**config.mk**
```make
export PLATFORM = sky130hd
export DESIGN_NAME = msg_cell
export DESIGN_NICKNAME = d
export VERILOG_FILES = /design/src/rtl/msg_cell_pkg.sv /design/src/rtl/msg_cell_store.sv /design/src/rtl/msg_cell_waiters.sv /design/src/rtl/msg_cell_ctrl.sv /design/src/rtl/msg_cell.sv
export SDC_FILE = /design/constraint.sdc
export NUM_CORES = 1
export LEC_CHECK = 0
export BUFFER_PORTS_ARGS = -buffer_cell sky130_fd_sc_hd__buf_2
export CORE_ASPECT_RATIO = 1.5
export CORE_UTILIZATION = 35
export DETAILED_ROUTE_END_ITERATION = 10
export SLEW_MARGIN = 10
export SYNTH_ARGS = -nofsm -noshare
export SYNTH_HDL_FRONTEND = slang
export SYNTH_SLANG_ARGS = --single-unit
```
**constraint.sdc**
```tcl
create_clock -name clk -period 7.08 [get_ports clk]
set_input_delay 0.354 -clock clk [delete_from_list [all_inputs] [get_ports clk]]
set_output_delay 0.354 -clock clk [all_outputs]
set_load 0.005 [all_outputs]
```
**src/rtl/msg_cell_pkg.sv**
```systemverilog
// Shared view codes and tag bit positions for the message cell.
// Assumes: the tag layout is decoded by software, so positions are fixed.
package msg_cell_pkg;
    typedef enum logic [1:0] {
        VIEW_RAW     = 2'd0,
        VIEW_TAG     = 2'd1,
        VIEW_EF_WAIT = 2'd2,
        VIEW_EF_TRY  = 2'd3
    } view_e;

    localparam int TAG_E_BIT    = 0;
    localparam int TAG_F_BIT    = 1;
    localparam int TAG_T_BIT    = 16;
    localparam int TAG_MODE_BIT = 17;
    localparam int TAG_CNT_LSB  = 18;
    localparam int TAG_LOG2_LSB = 28;
    localparam int TAG_LOG2_W   = 4;
endpackage

```
**src/rtl/msg_cell_store.sv**
```systemverilog
// Word storage of the cell: DEPTH registers of WIDTH bits, one write port,
// one asynchronous read port. Assumes the caller keeps indices in range.
module msg_cell_store #(
    parameter int DEPTH = 8,
    parameter int WIDTH = 64,
    localparam int IDX_W = $clog2(DEPTH)
) (
    input  logic             clk,
    input  logic             wr_en,
    input  logic [IDX_W-1:0] wr_idx,
    input  logic [WIDTH-1:0] wr_data,
    input  logic [IDX_W-1:0] rd_idx,
    output logic [WIDTH-1:0] rd_data
);
    logic [WIDTH-1:0] slot_q [DEPTH];

    for (genvar g = 0; g < DEPTH; g++) begin : g_slot
        // Each slot captures the write data when it is the addressed entry.
        always_ff @(posedge clk) begin
            if (wr_en && (wr_idx == IDX_W'(g))) begin
                slot_q[g] <= wr_data;
            end
        end
    end

    // Read port selects the slot at the read position.
    always_comb begin
        rd_data = slot_q[rd_idx];
    end
endmodule

```
**src/rtl/msg_cell_waiters.sv**
```systemverilog
// Waiting-set tracker: records stalled thread numbers and, on request,
// emits them as a one-cycle wake pulse and empties the set.
// Assumes wake_en and rec_en are never high together.
module msg_cell_waiters #(
    parameter int N_TID = 64,
    localparam int TID_W = $clog2(N_TID)
) (
    input  logic             clk,
    input  logic             rst_n,
    input  logic             rec_en,
    input  logic [TID_W-1:0] rec_tid,
    input  logic             wake_en,
    output logic [N_TID-1:0] pend,
    output logic             wake_valid,
    output logic [N_TID-1:0] wake_mask
);
    logic [N_TID-1:0] pend_q;

    // Waiting set update and wake pulse register.
    always_ff @(posedge clk) begin
        if (!rst_n) begin
            pend_q     <= '0;
            wake_valid <= 1'b0;
            wake_mask  <= '0;
        end else if (wake_en) begin
            wake_valid <= 1'b1;
            wake_mask  <= pend_q;
            pend_q     <= '0;
        end else begin
            wake_valid <= 1'b0;
            wake_mask  <= '0;
            if (rec_en) begin
                pend_q <= pend_q | (N_TID'(1) << rec_tid);
            end
        end
    end

    assign pend = pend_q;

    a_r8_wake_nonempty: assert property (@(posedge clk) disable iff (!rst_n)
        wake_valid |-> (wake_mask != '0));
    a_r8_wake_empties_set: assert property (@(posedge clk) disable iff (!rst_n)
        wake_valid |-> (pend_q == '0));
endmodule

```
**src/rtl/msg_cell_ctrl.sv**
```systemverilog
// View decoder and tag/pointer state of the cell. Computes, for the
// current request, the storage write, the response data, and whether the
// request stalls or wakes waiters. Assumes DEPTH is a power of two >= 2.
module msg_cell_ctrl
    import msg_cell_pkg::*;
#(
    parameter int DEPTH = 8,
    parameter int WIDTH = 64,
    localparam int IDX_W = $clog2(DEPTH),
    localparam int CNT_W = IDX_W + 1
) (
    input  logic             clk,
    input  logic             rst_n,
    input  logic             req_valid,
    input  logic             req_write,
    input  logic [1:0]       req_view,
    input  logic [WIDTH-1:0] req_wdata,
    input  logic [WIDTH-1:0] mem_rdata,
    input  logic             pend_any,
    output logic             mem_we,
    output logic [IDX_W-1:0] mem_widx,
    output logic [WIDTH-1:0] mem_wdata,
    output logic [IDX_W-1:0] rptr,
    output logic             stall_now,
    output logic             wake_now,
    output logic [WIDTH-1:0] rdata_now,
    output logic [WIDTH-1:0] tag_word
);
    logic             e_q, f_q, t_q;
    logic             e_n, f_n, t_n;
    logic [CNT_W-1:0] cnt_q, cnt_n;
    logic [IDX_W-1:0] rptr_q, rptr_n;
    logic             blocking;

    // Tag word assembled from the live state.
    always_comb begin
        tag_word                                  = '0;
        tag_word[TAG_E_BIT]                       = e_q;
        tag_word[TAG_F_BIT]                       = f_q;
        tag_word[TAG_T_BIT]                       = t_q;
        tag_word[TAG_MODE_BIT]                    = 1'b1;
        tag_word[TAG_CNT_LSB +: CNT_W]            = cnt_q;
        tag_word[TAG_LOG2_LSB +: TAG_LOG2_W]      = TAG_LOG2_W'(IDX_W);
    end

    // Per-view next state, storage write and response selection.
    always_comb begin
        e_n       = e_q;
        f_n       = f_q;
        t_n       = t_q;
        cnt_n     = cnt_q;
        rptr_n    = rptr_q;
        mem_we    = 1'b0;
        mem_widx  = rptr_q;
        mem_wdata = req_wdata;
        stall_now = 1'b0;
        wake_now  = 1'b0;
        rdata_now = '0;
        blocking  = (req_view == VIEW_EF_WAIT);
        if (req_valid) begin
            case (req_view)
                VIEW_RAW: begin
                    if (req_write) begin
                        if (cnt_q != '0) begin
                            mem_we   = 1'b1;
                            mem_widx = rptr_q + IDX_W'(cnt_q - CNT_W'(1));
                        end
                    end else begin
                        rdata_now = mem_rdata;
                    end
                end
                VIEW_TAG: begin
                    if (req_write) begin
                        t_n = req_wdata[TAG_T_BIT];
                        e_n = req_wdata[TAG_E_BIT];
                        f_n = req_wdata[TAG_F_BIT];
                        if (req_wdata[TAG_E_BIT]) begin
                            cnt_n = '0;
                        end
                    end else begin
                        rdata_now = tag_word;
                    end
                end
                default: begin
                    if (!req_write) begin
                        f_n = 1'b0;
                        if (blocking && e_q) begin
                            stall_now = 1'b1;
                        end else begin
                            wake_now = pend_any;
                            if (cnt_q != '0) begin
                                rdata_now = mem_rdata;
                                rptr_n    = rptr_q + IDX_W'(1);
                                cnt_n     = cnt_q - CNT_W'(1);
                            end
                            if (cnt_n == '0) begin
                                e_n = 1'b1;
                            end
                        end
                    end else begin
                        e_n = 1'b0;
                        if (blocking && f_q) begin
                            stall_now = 1'b1;
                        end else begin
                            wake_now = pend_any;
                            if (cnt_q < CNT_W'(DEPTH)) begin
                                mem_we   = 1'b1;
                                mem_widx = rptr_q + IDX_W'(cnt_q);
                                cnt_n    = cnt_q + CNT_W'(1);
                            end
                            if (cnt_n == CNT_W'(DEPTH)) begin
                                f_n = 1'b1;
                            end
                        end
                    end
                end
            endcase
        end
    end

    // Tag and read-position registers.
    always_ff @(posedge clk) begin
        if (!rst_n) begin
            e_q    <= 1'b1;
            f_q    <= 1'b0;
            t_q    <= 1'b0;
            cnt_q  <= '0;
            rptr_q <= '0;
        end else begin
            e_q    <= e_n;
            f_q    <= f_n;
            t_q    <= t_n;
            cnt_q  <= cnt_n;
            rptr_q <= rptr_n;
        end
    end

    assign rptr = rptr_q;

    a_r4_count_bounded: assert property (@(posedge clk) disable iff (!rst_n)
        cnt_q <= CNT_W'(DEPTH));
    a_r11_tag_keeps_rptr: assert property (@(posedge clk) disable iff (!rst_n)
        (req_valid && req_view == VIEW_TAG) |=> (rptr_q == $past(rptr_q)));
endmodule

```
**src/rtl/msg_cell.sv**
```systemverilog
// Message cell top: ties the view decoder, word storage and waiting-set
// tracker together and registers the response. Assumes at most one request
// per cycle and that the requester holds no more than one outstanding access.
module msg_cell
    import msg_cell_pkg::*;
#(
    parameter int DEPTH = 8,
    parameter int WIDTH = 64,
    parameter int N_TID = 64,
    localparam int IDX_W = $clog2(DEPTH),
    localparam int TID_W = $clog2(N_TID)
) (
    input  logic             clk,
    input  logic             rst_n,
    input  logic             req_valid,
    input  logic             req_write,
    input  logic [1:0]       req_view,
    input  logic [TID_W-1:0] req_tid,
    input  logic [WIDTH-1:0] req_wdata,
    output logic             rsp_valid,
    output logic             rsp_stall,
    output logic [WIDTH-1:0] rsp_rdata,
    output logic             wake_valid,
    output logic [N_TID-1:0] wake_mask
);
    logic             mem_we;
    logic [IDX_W-1:0] mem_widx;
    logic [WIDTH-1:0] mem_wdata;
    logic [WIDTH-1:0] mem_rdata;
    logic [IDX_W-1:0] rptr;
    logic             stall_now;
    logic             wake_now;
    logic [WIDTH-1:0] rdata_now;
    logic [WIDTH-1:0] tag_word;
    logic [N_TID-1:0] pend;

    msg_cell_ctrl #(.DEPTH(DEPTH), .WIDTH(WIDTH)) u_ctrl (
        .clk       (clk),
        .rst_n     (rst_n),
        .req_valid (req_valid),
        .req_write (req_write),
        .req_view  (req_view),
        .req_wdata (req_wdata),
        .mem_rdata (mem_rdata),
        .pend_any  (|pend),
        .mem_we    (mem_we),
        .mem_widx  (mem_widx),
        .mem_wdata (mem_wdata),
        .rptr      (rptr),
        .stall_now (stall_now),
        .wake_now  (wake_now),
        .rdata_now (rdata_now),
        .tag_word  (tag_word)
    );

    msg_cell_store #(.DEPTH(DEPTH), .WIDTH(WIDTH)) u_store (
        .clk     (clk),
        .wr_en   (mem_we),
        .wr_idx  (mem_widx),
        .wr_data (mem_wdata),
        .rd_idx  (rptr),
        .rd_data (mem_rdata)
    );

    msg_cell_waiters #(.N_TID(N_TID)) u_wait (
        .clk        (clk),
        .rst_n      (rst_n),
        .rec_en     (stall_now),
        .rec_tid    (req_tid),
        .wake_en    (wake_now),
        .pend       (pend),
        .wake_valid (wake_valid),
        .wake_mask  (wake_mask)
    );

    // Response register: one cycle after the request.
    always_ff @(posedge clk) begin
        if (!rst_n) begin
            rsp_valid <= 1'b0;
            rsp_stall <= 1'b0;
            rsp_rdata <= '0;
        end else begin
            rsp_valid <= req_valid;
            rsp_stall <= req_valid && stall_now;
            rsp_rdata <= req_valid ? rdata_now : '0;
        end
    end

    a_r12_rsp_has_req: assert property (@(posedge clk) disable iff (!rst_n)
        rsp_valid |-> $past(req_valid));
    a_r6_stall_keeps_count: assert property (@(posedge clk) disable iff (!rst_n)
        rsp_stall |-> (tag_word == $past(tag_word) ||
                       tag_word[TAG_CNT_LSB +: IDX_W+1] == $past(tag_word[TAG_CNT_LSB +: IDX_W+1])));
    a_r7_stall_recorded: assert property (@(posedge clk) disable iff (!rst_n)
        rsp_stall |-> pend[$past(req_tid)]);
    a_r8_no_wake_on_stall: assert property (@(posedge clk) disable iff (!rst_n)
        rsp_stall |-> !wake_valid);
endmodule

```
==> results of run 1 <==
==> through the flow <==
step                hold WS (ns)  power [uW]  utilization (%)
finish                    0.0337        8540             42.3
global route              0.0153        8810             42.3
CTS                     0.000779        8660             42.3
detailed placement         0.449        4830             38.4
global placement           0.455        4830             38.4
floorplan                  0.419        4730                -
==> power by group <==
group	internal (uW)	total (uW)	leakage, uW	switching [uW]
combinational	80.7	216	0.00298	135
sequential	4530	4550	0.00629	12.3
clock	2170	3780	0.00115	1610
==> cell usage after synthesis (11+ instances only) <==
master	number	area [sq um]
sky130_fd_sc_hd__mux4_2	128	2880
sky130_fd_sc_hd__a21oi_1	73	365
sky130_fd_sc_hd__mux2i_1	67	671
sky130_fd_sc_hd__nor4_1	20	125
sky130_fd_sc_hd__o21ai_0	13	65.1
sky130_fd_sc_hd__nor3_1	11	55.1
sky130_fd_sc_hd__nor2_1	149	559
sky130_fd_sc_hd__dfxtp_1	208	4160
sky130_fd_sc_hd__nand2b_1	12	75.1
sky130_fd_sc_hd__buf_2	29	145
sky130_fd_sc_hd__nand2_1	25	93.8
sky130_fd_sc_hd__clkbuf_1	34	128
sky130_fd_sc_hd__edfxtp_1	512	15400
sky130_fd_sc_hd__and2_1	68	425
==> metal layers <==
| metal | vias up | part of all wire (%) | track usage, % |
|---|---|---|---|
| met5 | - | 0.21 | 0 |
| met2 | 400 | 52 | 27.5 |
| met4 | 18 | 3.3 | 6.66 |
| met1 | 6916 | 39 | 18.2 |
| met3 | 133 | 5.3 | 3.36 |
| li1 | 6103 | - | - |
==> state kept, by name (all words and copies together) (netlist names), 3 cells and up, named ones only <==
signal,flops
u_wait.pend,64
u_ctrl.cnt_q,4
u_ctrl.rptr,3
u_store.slot_q,512
u_wait.wake_mask,64
rsp_rdata,64
==> worst paths after layout <==
kind / from / depth (start not counted) / end / slack [ns]
worst max-delay path: u_ctrl.cnt_q[1]$_SDFFE_PN0P_ / 8 / u_store.slot_q[2][9]$_DFFE_PP_ / 2.58
worst min-delay path: req_wdata[61] / 1 / u_store.slot_q[7][61]$_DFFE_PP_ / 0.03
worst max register to register: u_ctrl.cnt_q[1]$_SDFFE_PN0P_ / 8 / u_store.slot_q[2][9]$_DFFE_PP_ / 2.58
worst min register to register: u_ctrl.t_q$_SDFFE_PN0P_ / 2 / rsp_rdata[16]$_SDFF_PN0_ / 0.47
==> cells by family (layout without fill, tap and decap cells) <==
kind of cell | count (synthesis) | after routing | share of synthesized area, %
compound gates | 111 | 111 | 2.42
xor+xnor | 5 | 5 | 0.169
fa+ha+maj | 7 | 7 | 0.396
buf+inv | 83 | 401 | 1.50
flops | 720 | 720 | 75.4
mux | 198 | 198 | 13.9
other cells | 0 | 3 | 0
simple gates | 324 | 324 | 6.24
==> worst reg2reg max path, cell delays in order, from the launching register on <==
cell and delay (ns):
sky130_fd_sc_hd__dfxtp_1 0.58, sky130_fd_sc_hd__inv_1 0.12, sky130_fd_sc_hd__ha_1 0.42, sky130_fd_sc_hd__fa_1 0.46, sky130_fd_sc_hd__or4b_2 0.69, sky130_fd_sc_hd__o21ai_2 0.12
sky130_fd_sc_hd__nand3_1 0.21, sky130_fd_sc_hd__nor2_4 0.78, sky130_fd_sc_hd__buf_4 0.72
==> area by class of cell <==
| cell class | instances | area, sq um | area share (%) |
|---|---|---|---|
| Sequential cell | 720 | 19600 | 63.4 |
| Multi-Input combinational cell | 645 | 6070 | 19.7 |
| Clock buffer | 92 | 1980 | 6.41 |
| Timing Repair Buffer | 268 | 1610 | 5.23 |
| Tap cell | 984 | 1230 | 3.99 |
| Clock inverter | 34 | 364 | 1.18 |
| Inverter | 7 | 26.3 | 0.0852 |
| Antenna cell | 3 | 7.51 | 0.0243 |
==> results.yml, run 1 <==
run_status:
  outcome: "complete, no violations"
critical_path:
  critical-path-max-stage-delay_ns: 0.78
  crit_path_kind: "reg -> reg"
  timing.critical_path.max_delay_family: "simple AND/OR/NAND/NOR gates"
  timing.critical_path.fanout_max: 42
  critical_path.slowest_cell: "sky130_fd_sc_hd__nor2_4"
  signal_arrival_time_at_the_worst_endpoint_ns: 4.74
  critPathRequiredTime_ns: 7.32
  critPathLaunchType: "flop"
  cp.buffers_inverters: 2
  kind_of_end_point_of_the_critical_path: "flop"
  timing.critical_path.cells: "inv_1 > ha_1 > fa_1 > or4b_2 > o21ai_2 > nand3_1 > nor2_4 > buf_4"
detailed_routing:
  drc_violation_total_after_the_first_tritonroute_iteration: 1100
  avgViaCountPerCell: 4.93
  route.detailed.wl_per_inst_microns: 20.9
  ant_nets: 0
  drc_errors: 0
  via_count: 13570
  firstDrtPassIters: 5
  postRouteWirelength_mm: 57.5
synthesis:
  mappedNetlistNets: 1531
  yosys_register_bits: 720
  synth_area_sq_um: 25900
  synthesis.instances: 1448
  post_synth_num_cell_types: 54
  synth-seq-area-share_pct: 75.4
  yosys_most_used_dff: "sky130_fd_sc_hd__edfxtp_1"
  ys_async_sr_fraction_pct: 0
  synth_area_per_cell_sq_um: 17.9
  warnings_synthesis: 0
  number_of_enable_type_register_cells_in_the_synthesized_netlist: 512
placement:
  gpl.final_weighted_congestion: 0.873
  place_hpwl_mm: 35.3
  dp.cells: 2578
  postPlaceCellArea_sq_um: 28000
  post-place-ws_ns: 2.52
  io_buffer_count: 206
timing:
  max_slew.worst_pin.slew_ns: 1.09
  finalClockSkew_ns: 0.0235
  final.period_utilization_pct: 63.6
  fmaxAchievable_mhz: 222
  final_report_max_slew_violation_count: 0
  timing.final.setup_violations: 0
  tns_ns: 0
  layout_setup_ws_ns: 2.58
  final_period_minus_worst_setup_slack_ns: 4.50
  slew_limit_headroom_pct: 27.2
  report.final.hold_viol_count: 0
  grt_setup_unrepaired: "no"
global_route:
  global_route_wire_length_before_repair_mm: 88.0
  grtUsageTotal_pct: 15.6
  number_of_global_route_vias_before_repair: 14437
  grt_max_degree: 66
  antenna_violations_before_repair: 14
  grt_remaining_overflow: 0
finish:
  layout-drive-gt1-share_pct: 27.2
  final_cells: 2753
  flow.area_growth_from_synthesis_pct: 19.0
  nets: 1795
  fillCellCount: 6571
  layout.cells.most_common: "sky130_fd_sc_hd__edfxtp_1"
  final_cell_mix: "512 x sky130_fd_sc_hd__edfxtp_1, 206 x sky130_fd_sc_hd__buf_2, 205 x sky130_fd_sc_hd__dfxtp_1"
  final_cell_area_sq_um: 30800
floorplanning:
  die_width_microns: 224
  design.core.area_sq_um: 73000
  io_pins: 207
  dieArea_sq_um: 75200
  die_height_microns: 335
  initial_utilization_pct: 35.5
  core_rows: 121
cts:
  cts.htree.levels: 3
  cts_hold_buffers: 46
  cts_root_buf: "sky130_fd_sc_hd__clkbuf_16"
  cts_tree: "yes"
  cts.path.max_buffers: 3
  insertion_delay_ns: 0.62
  clk_pin_slew_worst_paths_ns: 0.07
  cts.repair_timing.setup_buffer_count: 0
  tritoncts_num_sinks: 720
  cts_repair_resize_count: 0
  cts_inserted_buffers: 70
power_and_ir_drop:
  power_density_nw_per_um2: 277
  p_leak_uw: 0.0104
  ir_worst_vdd_mv: 0.210
worst_hold_path:
  type_of_the_worst_min_delay_path: "in -> reg"
job:
  total_of_max_cap_violations: 0
(Power assumes the default switching activity.)
==> run 2, diff against run 1 <==
clock period = 4.7 ns   (was 7.08 ns; I/O delays follow)
==> results.yml, run 2 (synthesis gave the netlist of run 1 again) <==
critical_path:
  crit_path_kind: "reg -> reg"
  timing.critical_path.cells: "inv_1 > ha_1 > fa_1 > xnor2_1 > o2bb2ai_1 > o31a_1 > and2_1 > nor2_4 > buf_4"
  timing.critical_path.fanout_max: 17
  critical-path-max-stage-delay_ns: 0.57
  critical_path.slowest_cell: "sky130_fd_sc_hd__nor2_4"
  r2r.worst_path.cells: 9
  signal_arrival_time_at_the_worst_endpoint_ns: 4.00
  rrSetupSlack_ns: 0.98
  timing.critical_path.max_delay_family: "simple AND/OR/NAND/NOR gates"
  cp.buffers_inverters: 2
  kind_of_end_point_of_the_critical_path: "flop"
  critical_path.reg2reg.startpoint: "u_ctrl.cnt_q[0]$_SDFFE_PN0P_"
  reg2reg_to: "u_store.slot_q[4][30]$_DFFE_PP_"
  critPathLaunchType: "flop"
  critPathRequiredTime_ns: 4.98
global_route:
  global_route_met3_usage_pct: 3.80
  global_route_wire_length_before_repair_mm: 86.7
  antenna_violations_before_repair: 6
  grt_busiest_layer: "met2"
  number_of_global_route_vias_before_repair: 14224
  globalRouteMet2Util_pct: 27.1
  use_met1_pct: 18.2
  grtUsageTotal_pct: 15.4
  grt_remaining_overflow: 0
  grt_max_degree: 66
finish:
  multi_input_comb_area_sq_um: 6070
  final_cell_area_sq_um: 31200
  seqCellArea_sq_um: 19600
  registers.top_by_ff_count: "u_store.slot_q"
  largest_reg_flops: 512
  final_cell_mix: "512 x sky130_fd_sc_hd__edfxtp_1, 206 x sky130_fd_sc_hd__buf_2, 205 x sky130_fd_sc_hd__dfxtp_1"
  layout-drive-gt1-share_pct: 27.6
  fillCellCount: 6556
  flow.area_growth_from_synthesis_pct: 20.5
  layout.cells.most_common: "sky130_fd_sc_hd__edfxtp_1"
  nets: 1826
timing:
  timing.final.setup_violations: 0
  finalClockSkew_ns: 0.0271
  tns_ns: 0
  final_report_max_slew_violation_count: 0
  slew_limit_headroom_pct: 25.3
  grt_setup_unrepaired: "no"
  report.final.hold_viol_count: 0
  final.period_utilization_pct: 79.1
  max_slew.worst_pin.slew_ns: 1.12
  fmaxAchievable_mhz: 269
  final.hold.worst_slack_ns: 0.0634
  final_period_minus_worst_setup_slack_ns: 3.72
floorplanning:
  dieArea_sq_um: 75200
  core_rows: 121
  initial_utilization_pct: 35.5
  die_height_microns: 335
  die_width_microns: 224
  io_pins: 207
  design.core.area_sq_um: 73000
worst_hold_path:
  type_of_the_worst_min_delay_path: "in -> reg"
  min_delay_path_depth: 2
  worstHoldStart: "req_view[1]"
  worst_hold_path_endpoint: "u_ctrl.e_q$_SDFFE_PN1P_"
detailed_routing:
  postRouteWirelength_mm: 57.1
  drc_violation_total_after_the_first_tritonroute_iteration: 1000
  via_count: 13564
  route.detailed.wl_per_inst_microns: 20.5
  firstDrtPassIters: 5
  avgViaCountPerCell: 4.87
  ant_nets: 0
  drc_errors: 0
cts:
  cts.repair_timing.setup_buffer_count: 0
  cts_root_buf: "sky130_fd_sc_hd__clkbuf_16"
  cts.htree.levels: 3
  tritoncts_num_sinks: 720
  cts_repair_resize_count: 0
  insertion_delay_ns: 0.62
  cts.path.max_buffers: 3
  cts_tree: "yes"
  cts_inserted_buffers: 71
  clk_pin_slew_worst_paths_ns: 0.06
placement:
  place_hpwl_mm: 34.8
  postPlaceCellArea_sq_um: 28200
  gpl.final_weighted_congestion: 0.836
  io_buffer_count: 206
job:
  total_of_max_cap_violations: 0
power_and_ir_drop:
  p_leak_uw: 0.0106
  ir_worst_vdd_mv: 0.307
  power_density_nw_per_um2: 414
run_status:
  outcome: "complete, no violations"
==> run 2: cell type report <==
| cell class | count | area share (%) |
|---|---|---|
| Multi-Input combinational cell | 645 | 19.4 |
| Sequential cell | 720 | 62.6 |
| Antenna cell | 2 | 0.0160 |
| Inverter | 7 | 0.0841 |
| Clock buffer | 99 | 6.52 |
| Timing Repair Buffer | 298 | 6.27 |
| Tap cell | 984 | 3.94 |
| Clock inverter | 29 | 1.14 |
==> run 2: metal layers <==
metal	wire [microns]	part of all wire [%]
met1	22800	40
met2	29700	52
met3	3270	5.7
met4	1370	2.4
met5	34	0.060
==> run 2: metrics by stage <==
stage / total power, uW / setup slack [ns] / cells / utilization (%)
global placement: 7270 / 1.04 / 2589 / 38.6
global route: 13400 / 0.729 / 2784 / 42.8
detailed placement: 7290 / 0.967 / 2589 / 38.6
floorplan: 7130 / -0.840 / 1448 / -
CTS: 13100 / 0.957 / 2782 / 42.8
finish: 12900 / 0.981 / 2784 / 42.8
==> run 2: worst max-delay path by stage <==
stage	endpoint	depth (start not counted)	startpoint	slack, ns
floorplan	u_store.slot_q[2][0]$_DFFE_PP_	8	u_ctrl.cnt_q[1]$_SDFFE_PN0P_	-0.84
global placement	u_store.slot_q[4][32]$_DFFE_PP_	9	u_ctrl.cnt_q[0]$_SDFFE_PN0P_	1.04
detailed placement	u_store.slot_q[4][32]$_DFFE_PP_	9	u_ctrl.cnt_q[0]$_SDFFE_PN0P_	0.97
CTS	u_store.slot_q[4][30]$_DFFE_PP_	9	u_ctrl.cnt_q[0]$_SDFFE_PN0P_	0.96
global route	u_store.slot_q[4][30]$_DFFE_PP_	9	u_ctrl.cnt_q[0]$_SDFFE_PN0P_	0.73
finish	u_store.slot_q[4][30]$_DFFE_PP_	9	u_ctrl.cnt_q[0]$_SDFFE_PN0P_	0.98
==> run 2: timing repair <==
item,4_1_cts,5_1_grt
endpoints found under the hold margin,517,0
endpoints found under the setup margin,0,0
hold buffers,65,0
==> run 2: report_power, final <==
group          internal, uW  switching, uW
clock                  3340           2410
combinational           134            207
sequential             6830           18.0
total                 10300           2640
